$ cat src/rtl/rsp_pkg.sv
package rsp_pkg;

    localparam int NUM_RS  = 4;
    localparam int NUM_REG = 8;
    localparam int DATA_W  = 16;
    localparam int OP_W    = 4;
    localparam int TAG_W   = $clog2(NUM_RS + 1);
    localparam int REG_W   = $clog2(NUM_REG);

    typedef logic [TAG_W-1:0]  tag_t;
    typedef logic [DATA_W-1:0] data_t;
    typedef logic [OP_W-1:0]   op_t;
    typedef logic [REG_W-1:0]  reg_t;

    // An operand: tag 0 means val holds the operand.
    typedef struct packed {
        tag_t  tag;
        data_t val;
    } opnd_t;

    typedef struct packed {
        logic  busy;
        logic  sent;
        op_t   op;
        opnd_t a;
        opnd_t b;
    } slot_t;

    // Capture a broadcast value into an operand that waits on it.
    function automatic opnd_t snoop(opnd_t cur, logic bus_v, tag_t bus_t, data_t bus_d);
        opnd_t nxt;
        nxt = cur;
        if (bus_v && cur.tag != '0 && cur.tag == bus_t) begin
            nxt.tag = '0;
            nxt.val = bus_d;
        end
        return nxt;
    endfunction

    function automatic logic slot_ready(slot_t s);
        return s.busy && !s.sent && s.a.tag == '0 && s.b.tag == '0;
    endfunction

endpackage

$ cat src/rtl/rsp_regstat.sv
module rsp_regstat
    import rsp_pkg::*;
(
    input  logic  clk,
    input  logic  rst,
    input  reg_t  src1_addr,
    input  reg_t  src2_addr,
    output opnd_t src1,
    output opnd_t src2,
    input  logic  claim_en,
    input  reg_t  claim_reg,
    input  tag_t  claim_tag,
    input  logic  bus_valid,
    input  tag_t  bus_tag,
    input  data_t bus_value,
    input  reg_t  peek_addr,
    output data_t peek_val,
    output tag_t  peek_tag
);

    data_t val_q [NUM_REG];
    tag_t  own_q [NUM_REG];

    always_ff @(posedge clk) begin
        if (rst) begin
            for (int r = 0; r < NUM_REG; r++) begin
                val_q[r] <= '0;
                own_q[r] <= '0;
            end
        end else begin
            for (int r = 0; r < NUM_REG; r++) begin
                if (bus_valid && own_q[r] != '0 && own_q[r] == bus_tag) begin
                    val_q[r] <= bus_value;
                    own_q[r] <= '0;
                end
                // A new claim overrides a clear in the same cycle.
                if (claim_en && claim_reg == reg_t'(r))
                    own_q[r] <= claim_tag;
            end
        end
    end

    always_comb begin
        src1.tag = own_q[src1_addr];
        src1.val = val_q[src1_addr];
        src2.tag = own_q[src2_addr];
        src2.val = val_q[src2_addr];
        peek_val = val_q[peek_addr];
        peek_tag = own_q[peek_addr];
    end

endmodule

$ cat src/rtl/rsp_slot.sv
module rsp_slot
    import rsp_pkg::*;
#(
    parameter tag_t SLOT_TAG = tag_t'(1)
) (
    input  logic  clk,
    input  logic  rst,
    input  logic  load,
    input  op_t   load_op,
    input  opnd_t load_a,
    input  opnd_t load_b,
    input  logic  bus_valid,
    input  tag_t  bus_tag,
    input  data_t bus_value,
    input  logic  taken,
    output slot_t state,
    output logic  ready
);

    slot_t s_q;

    always_ff @(posedge clk) begin
        if (rst) begin
            s_q <= '0;
        end else if (load) begin
            s_q.busy <= 1'b1;
            s_q.sent <= 1'b0;
            s_q.op   <= load_op;
            s_q.a    <= load_a;
            s_q.b    <= load_b;
        end else if (s_q.busy) begin
            if (s_q.sent && bus_valid && bus_tag == SLOT_TAG) begin
                s_q.busy <= 1'b0;
                s_q.sent <= 1'b0;
            end else begin
                if (taken)
                    s_q.sent <= 1'b1;
                s_q.a <= snoop(s_q.a, bus_valid, bus_tag, bus_value);
                s_q.b <= snoop(s_q.b, bus_valid, bus_tag, bus_value);
            end
        end
    end

    assign state = s_q;
    assign ready = slot_ready(s_q);

endmodule

$ cat src/rtl/rsp_age_pick.sv
module rsp_age_pick #(
    parameter int N = 4
) (
    input  logic         clk,
    input  logic         rst,
    input  logic [N-1:0] alloc,
    input  logic [N-1:0] req,
    output logic [N-1:0] grant
);

    // older_q[i][j] set: slot i was allocated before slot j.
    logic [N-1:0] older_q [N];

    always_ff @(posedge clk) begin
        if (rst) begin
            for (int i = 0; i < N; i++)
                older_q[i] <= '0;
        end else begin
            for (int i = 0; i < N; i++) begin
                if (alloc[i]) begin
                    older_q[i] <= '0;
                    for (int j = 0; j < N; j++)
                        if (j != i)
                            older_q[j][i] <= 1'b1;
                end
            end
        end
    end

    always_comb begin
        grant = '0;
        for (int i = 0; i < N; i++) begin
            logic beaten;
            beaten = 1'b0;
            for (int j = 0; j < N; j++)
                beaten = beaten | (req[j] & older_q[j][i]);
            grant[i] = req[i] & ~beaten;
        end
    end

endmodule

$ cat src/rtl/rename_station_pool.sv
module rename_station_pool
    import rsp_pkg::*;
(
    input  logic              clk,
    input  logic              rst,
    input  logic              iss_valid,
    input  logic [OP_W-1:0]   iss_op,
    input  logic [REG_W-1:0]  iss_src1,
    input  logic [REG_W-1:0]  iss_src2,
    input  logic [REG_W-1:0]  iss_dst,
    output logic              iss_ready,
    output logic [TAG_W-1:0]  iss_tag,
    input  logic              cdb_valid,
    input  logic [TAG_W-1:0]  cdb_tag,
    input  logic [DATA_W-1:0] cdb_value,
    output logic              disp_valid,
    input  logic              disp_ready,
    output logic [OP_W-1:0]   disp_op,
    output logic [DATA_W-1:0] disp_a,
    output logic [DATA_W-1:0] disp_b,
    output logic [TAG_W-1:0]  disp_tag,
    input  logic [REG_W-1:0]  rf_raddr,
    output logic [DATA_W-1:0] rf_rdata,
    output logic [TAG_W-1:0]  rf_rtag
);

    slot_t              slots [NUM_RS];
    logic [NUM_RS-1:0]  busy_v;
    logic [NUM_RS-1:0]  ready_v;
    logic [NUM_RS-1:0]  alloc_v;
    logic [NUM_RS-1:0]  grant;
    logic [NUM_RS-1:0]  taken_v;
    opnd_t              rf_src1, rf_src2;
    opnd_t              new_a, new_b;
    logic               iss_fire;

    // Lowest free slot.
    always_comb begin
        iss_ready = 1'b0;
        iss_tag   = '0;
        for (int i = NUM_RS - 1; i >= 0; i--) begin
            if (!busy_v[i]) begin
                iss_ready = 1'b1;
                iss_tag   = tag_t'(i + 1);
            end
        end
    end

    assign iss_fire = iss_valid && iss_ready;

    always_comb begin
        for (int i = 0; i < NUM_RS; i++)
            alloc_v[i] = iss_fire && iss_tag == tag_t'(i + 1);
    end

    rsp_regstat u_regstat (
        .clk       (clk),
        .rst       (rst),
        .src1_addr (iss_src1),
        .src2_addr (iss_src2),
        .src1      (rf_src1),
        .src2      (rf_src2),
        .claim_en  (iss_fire),
        .claim_reg (iss_dst),
        .claim_tag (iss_tag),
        .bus_valid (cdb_valid),
        .bus_tag   (cdb_tag),
        .bus_value (cdb_value),
        .peek_addr (rf_raddr),
        .peek_val  (rf_rdata),
        .peek_tag  (rf_rtag)
    );

    // Same-cycle broadcast resolves the operand at issue.
    assign new_a = snoop(rf_src1, cdb_valid, cdb_tag, cdb_value);
    assign new_b = snoop(rf_src2, cdb_valid, cdb_tag, cdb_value);

    for (genvar g = 0; g < NUM_RS; g++) begin : g_slot
        rsp_slot #(
            .SLOT_TAG (tag_t'(g + 1))
        ) u_slot (
            .clk       (clk),
            .rst       (rst),
            .load      (alloc_v[g]),
            .load_op   (iss_op),
            .load_a    (new_a),
            .load_b    (new_b),
            .bus_valid (cdb_valid),
            .bus_tag   (cdb_tag),
            .bus_value (cdb_value),
            .taken     (taken_v[g]),
            .state     (slots[g]),
            .ready     (ready_v[g])
        );
        assign busy_v[g]  = slots[g].busy;
        assign taken_v[g] = grant[g] && disp_ready;
    end

    rsp_age_pick #(
        .N (NUM_RS)
    ) u_age (
        .clk   (clk),
        .rst   (rst),
        .alloc (alloc_v),
        .req   (ready_v),
        .grant (grant)
    );

    always_comb begin
        disp_valid = |grant;
        disp_op    = '0;
        disp_a     = '0;
        disp_b     = '0;
        disp_tag   = '0;
        for (int i = 0; i < NUM_RS; i++) begin
            if (grant[i]) begin
                disp_op  = slots[i].op;
                disp_a   = slots[i].a.val;
                disp_b   = slots[i].b.val;
                disp_tag = tag_t'(i + 1);
            end
        end
    end

endmodule

$ cat config.mk
export PLATFORM = sky130hd
export DESIGN_NAME = rename_station_pool
export DESIGN_NICKNAME = d
export VERILOG_FILES = /design/src/rtl/rsp_pkg.sv /design/src/rtl/rsp_regstat.sv /design/src/rtl/rsp_slot.sv /design/src/rtl/rsp_age_pick.sv /design/src/rtl/rename_station_pool.sv
export SDC_FILE = /design/constraint.sdc
export NUM_CORES = 1
export LEC_CHECK = 0
export CORE_MARGIN = 10
export CORE_UTILIZATION = 41
export DETAILED_ROUTE_END_ITERATION = 16
export HOLD_SLACK_MARGIN = 0.12
export SYNTH_ARGS = -nofsm -noshare
export SYNTH_HDL_FRONTEND = slang
export SYNTH_SLANG_ARGS = --single-unit
$ cat constraint.sdc
create_clock -name clk -period 4.1 [get_ports clk]
set_input_delay 1.025 -clock clk [delete_from_list [all_inputs] [get_ports clk]]
set_output_delay 1.025 -clock clk [all_outputs]
set_load 0.05 [all_outputs]
==> run metrics <==
outcome=finished clean; Leakage Power=9.09 nW; first-pass GRT wire length=92,200 um; CP most frequent cell=buf_12; Post-DRT Antenna Nets=0; Critical Path End Type=output port; top cells by area, synth=edfxtp_1, dfxtp_1, mux4_2, mux2i_1, nor2_1; grt ovf=0; WP data required=between 3 and 4 ns; hpwl dp=about 41,000 um; syn_nets=approximately 1,800; CTS Buf Count=39; Clock transition at path regs=about 0.060 ns; area added between synthesis and finish=21.2%; Tot Pwr=approximately 0.009 W; TritonCTS clock tree=built; DIE AREA=about 56,000 um^2; R2R cell count=8; Post-synth ARST share=0%; Wirelength per Cell=24.2 um; core area=46,600 um^2; layout cells sized above 1=roughly 25%; Port-buffer cells=about 100; warnings from Yosys=0; Max clock buf depth=3; Slowest cell on crit path=o31ai_2; worst reg-to-reg setup slack=around 1.2 ns; largest net degree at the start of global routing=between 60 and 70; synthesized instance count=approximately 1,800; Ports=103; Synth Flop Type=dfxtp_1; reg2reg end=g_slot[3].u_slot.state[7]; Sinks on Clock Net=340; Critical Path Start Type=flip-flop; Worst-Margin Slew=~0.81 ns; Tot GR Track Use=roughly a fifth; Peak VDD IR=around 0.24 mV; unrepaired setup endpoints after global routing=true; DRC Markers=0; Die X-Extent=237 um; clk root buf=clkbuf_16; Die H=between 200 and 250 um; sequential element share of the synthesized area=approximately 43%; Critical Path End=disp_b[7]; gp weighted congestion=approximately 0.86; EDFF count, synth=between 150 and 200; area leader, netlist=edfxtp_1; final hold vios=0; Site Rows=79; post-DR vias/cell=6.04; fmax=between 200 and 250 MHz; vias in the first global route=15,100; Seq cells post-synth=between 300 and 400; initial antenna violation count=1; Max Slew Vio Count=0; most frequent cells in the layout=nor2_1, dfxtp_1, edfxtp_1; post-synth cell types=between 70 and 80; slew margin rel.=a little under half; DR vias=roughly 15,000; Net count, final=approximately 1,900; Finished Core Util=between 50% and 60%; crit-path leading delay family=simple AND/OR/NAND/NOR gates; Worst Hold Class=reg -> reg; PwrDens=386 nW/um^2; Detailed Route Iter0 Violations=between 1,500 and 2,000; Worst-Skew Late Latency=0.53 ns; H-tree levels=2; Initial Util=41.5%; Yosys top cell area share=24.1%; CP Launch Point=g_slot[0].u_slot.state[16]; syn avg cell area=approximately 11 um^2; MaxCap Viol Count=0; CP max FO=16; Critical Path AT=around 3 ns; reg2reg start=u_regstat.own_q[1][0]; period utilization=a little over nine tenths; Stages on worst setup path=8; critical path's largest stage delay=approximately 0.48 ns; clock skew=0.0180 ns; commonest non-fill, non-tap cell in the layout=nor2_1; worst path cell trace=nor4b_1 > and3_2 > o2111a_2 > nor2b_4 > buf_12 > a221oi_1 > o31ai_2 > buf_12; mapped cell area=about 19,000 um^2; minimum clock period=around 4.0 ns; final setup fails=0; DR pass1 iterations=7; CP Buf/Inv Count=2; CTS Hold Buffers Added=0; crit path kind=reg -> out; final WL=between 60,000 and 70,000 um
[per-stage QoR]
| stage | cells | hold slack (ns) | setup WS [ns] | area, um^2 | setup TNS [ns] |
|---|---|---|---|---|---|
| after floorplan | 1799 | 0.436 | 0.0612 | 19400 | 0 |
| after detailed placement | 2426 | 0.447 | 0.177 | 22000 | 0 |
| after CTS | 2499 | 0.454 | 0.0288 | 23400 | 0 |
| after global placement | 2426 | 0.441 | 0.236 | 22000 | 0 |
| final | 2501 | 0.452 | 0.0899 | 23400 | 0 |
| after global routing | 2501 | 0.477 | -0.000845 | 23400 | -0.000845 |
[worst min-delay path by stage]
stage                                           from                          to  slack (ns)  cells past startpoint
after CTS                 g_slot[3].u_slot.state[41]  g_slot[3].u_slot.state[41]        0.45                      2
after global placement    g_slot[0].u_slot.state[38]  g_slot[0].u_slot.state[38]        0.44                      2
after floorplan           g_slot[0].u_slot.state[38]  g_slot[0].u_slot.state[38]        0.44                      2
after detailed placement  g_slot[3].u_slot.state[41]  g_slot[3].u_slot.state[41]        0.45                      2
final                     g_slot[3].u_slot.state[38]  g_slot[3].u_slot.state[38]        0.45                      2
after global routing      g_slot[3].u_slot.state[41]  g_slot[3].u_slot.state[41]        0.48                      2
[worst reg2reg max path, cell delays in order, from the launching register on]
cell and delay (ns):
edfxtp_1 0.50, mux4_2 0.52, mux2i_4 0.27, nand2_1 0.11, o41ai_2 0.39, o211ai_4 0.20, buf_12 0.22, nor3b_1 0.17
a2111oi_1 0.38
[Yosys cell counts, types with 4 or more instances]
cell       instances
a21o_1            72
a22o_1             6
buf_2             13
buf_6              4
a31oi_1           12
xnor2_1           17
nor3_1            25
nand2b_1          34
mux2i_4           11
xor2_1            18
mux4_2           110
o22ai_1           20
a221oi_1          36
mux2i_1          126
nand4_1            5
nor2b_1           20
edfxtp_1         155
buf_1             24
nand3b_1           4
inv_1             19
o2111ai_1          7
nor4_1             4
clkbuf_1         139
a21boi_1           4
mux2_2            64
nand2_1          104
o21ai_1            8
o31ai_1           38
o21ai_0            4
dfxtp_1          185
a21oi_1          116
a211oi_1           4
nor2_1           242
o221ai_1          14
nand3_1           34
inv_2             13
a32oi_1            7
nor3b_1            5
a221o_1           12
[flip-flops by register name (all words and copies together), names as in the netlist]
| signal | count |
|---|---|
| g_slot.u_slot.state | 176 |
| u_age.older_q | 12 |
| u_regstat.own_q | 24 |
| u_regstat.val_q | 128 |
[logic make-up (layout without fill, tap and decap cells)]
logic type                count (synthesis)  after routing  share of synthesized area [%]
and+or+nand+nor                         504            504                           11.8
buffers and inverters                   217            311                           4.58
DFF                                     340            340                           43.3
muxes                                   314            314                           24.6
other                                     0              1                              0
AOI/OAI and AO/OA                       389            389                           14.2
xor gates and xnor gates                 35             35                           1.59
[power breakdown]
| part | leakage (nW) | switching (W) | internal (W) |
|---|---|---|---|
| clock | 0.642 | 0.00138 | 0.00214 |
| sequential | 3.11 | 0.000113 | 0.00371 |
| combinational | 5.34 | 0.000952 | 0.000733 |
| total | 9.09 | 0.00244 | 0.00659 |
[per-layer routing]
layer	GRT usage [%]	part of all wire [%]
met1	27.5	43
met2	34.4	48
met3	3.36	6.7
met4	6.20	2.5
met5	0	0
[cell type report]
type                       instances  area [um^2]
antenna                            1         2.50
clock buffer                      58         1160
clock inverter                    13          136
fill                            4121        23200
inverter                          32          120
multi-input combinational       1242        10300
sequential                       340         8360
tap                              607          759
timing repair buffer             208         2560
[repair_timing]
item,4_1_cts,5_1_grt
resized for setup,3,4
gates cloned,1,0
pin swaps,1,1
buffers inserted,1,1
setup endpoints to repair,12,22
Power figures use the tool's default switching activity.
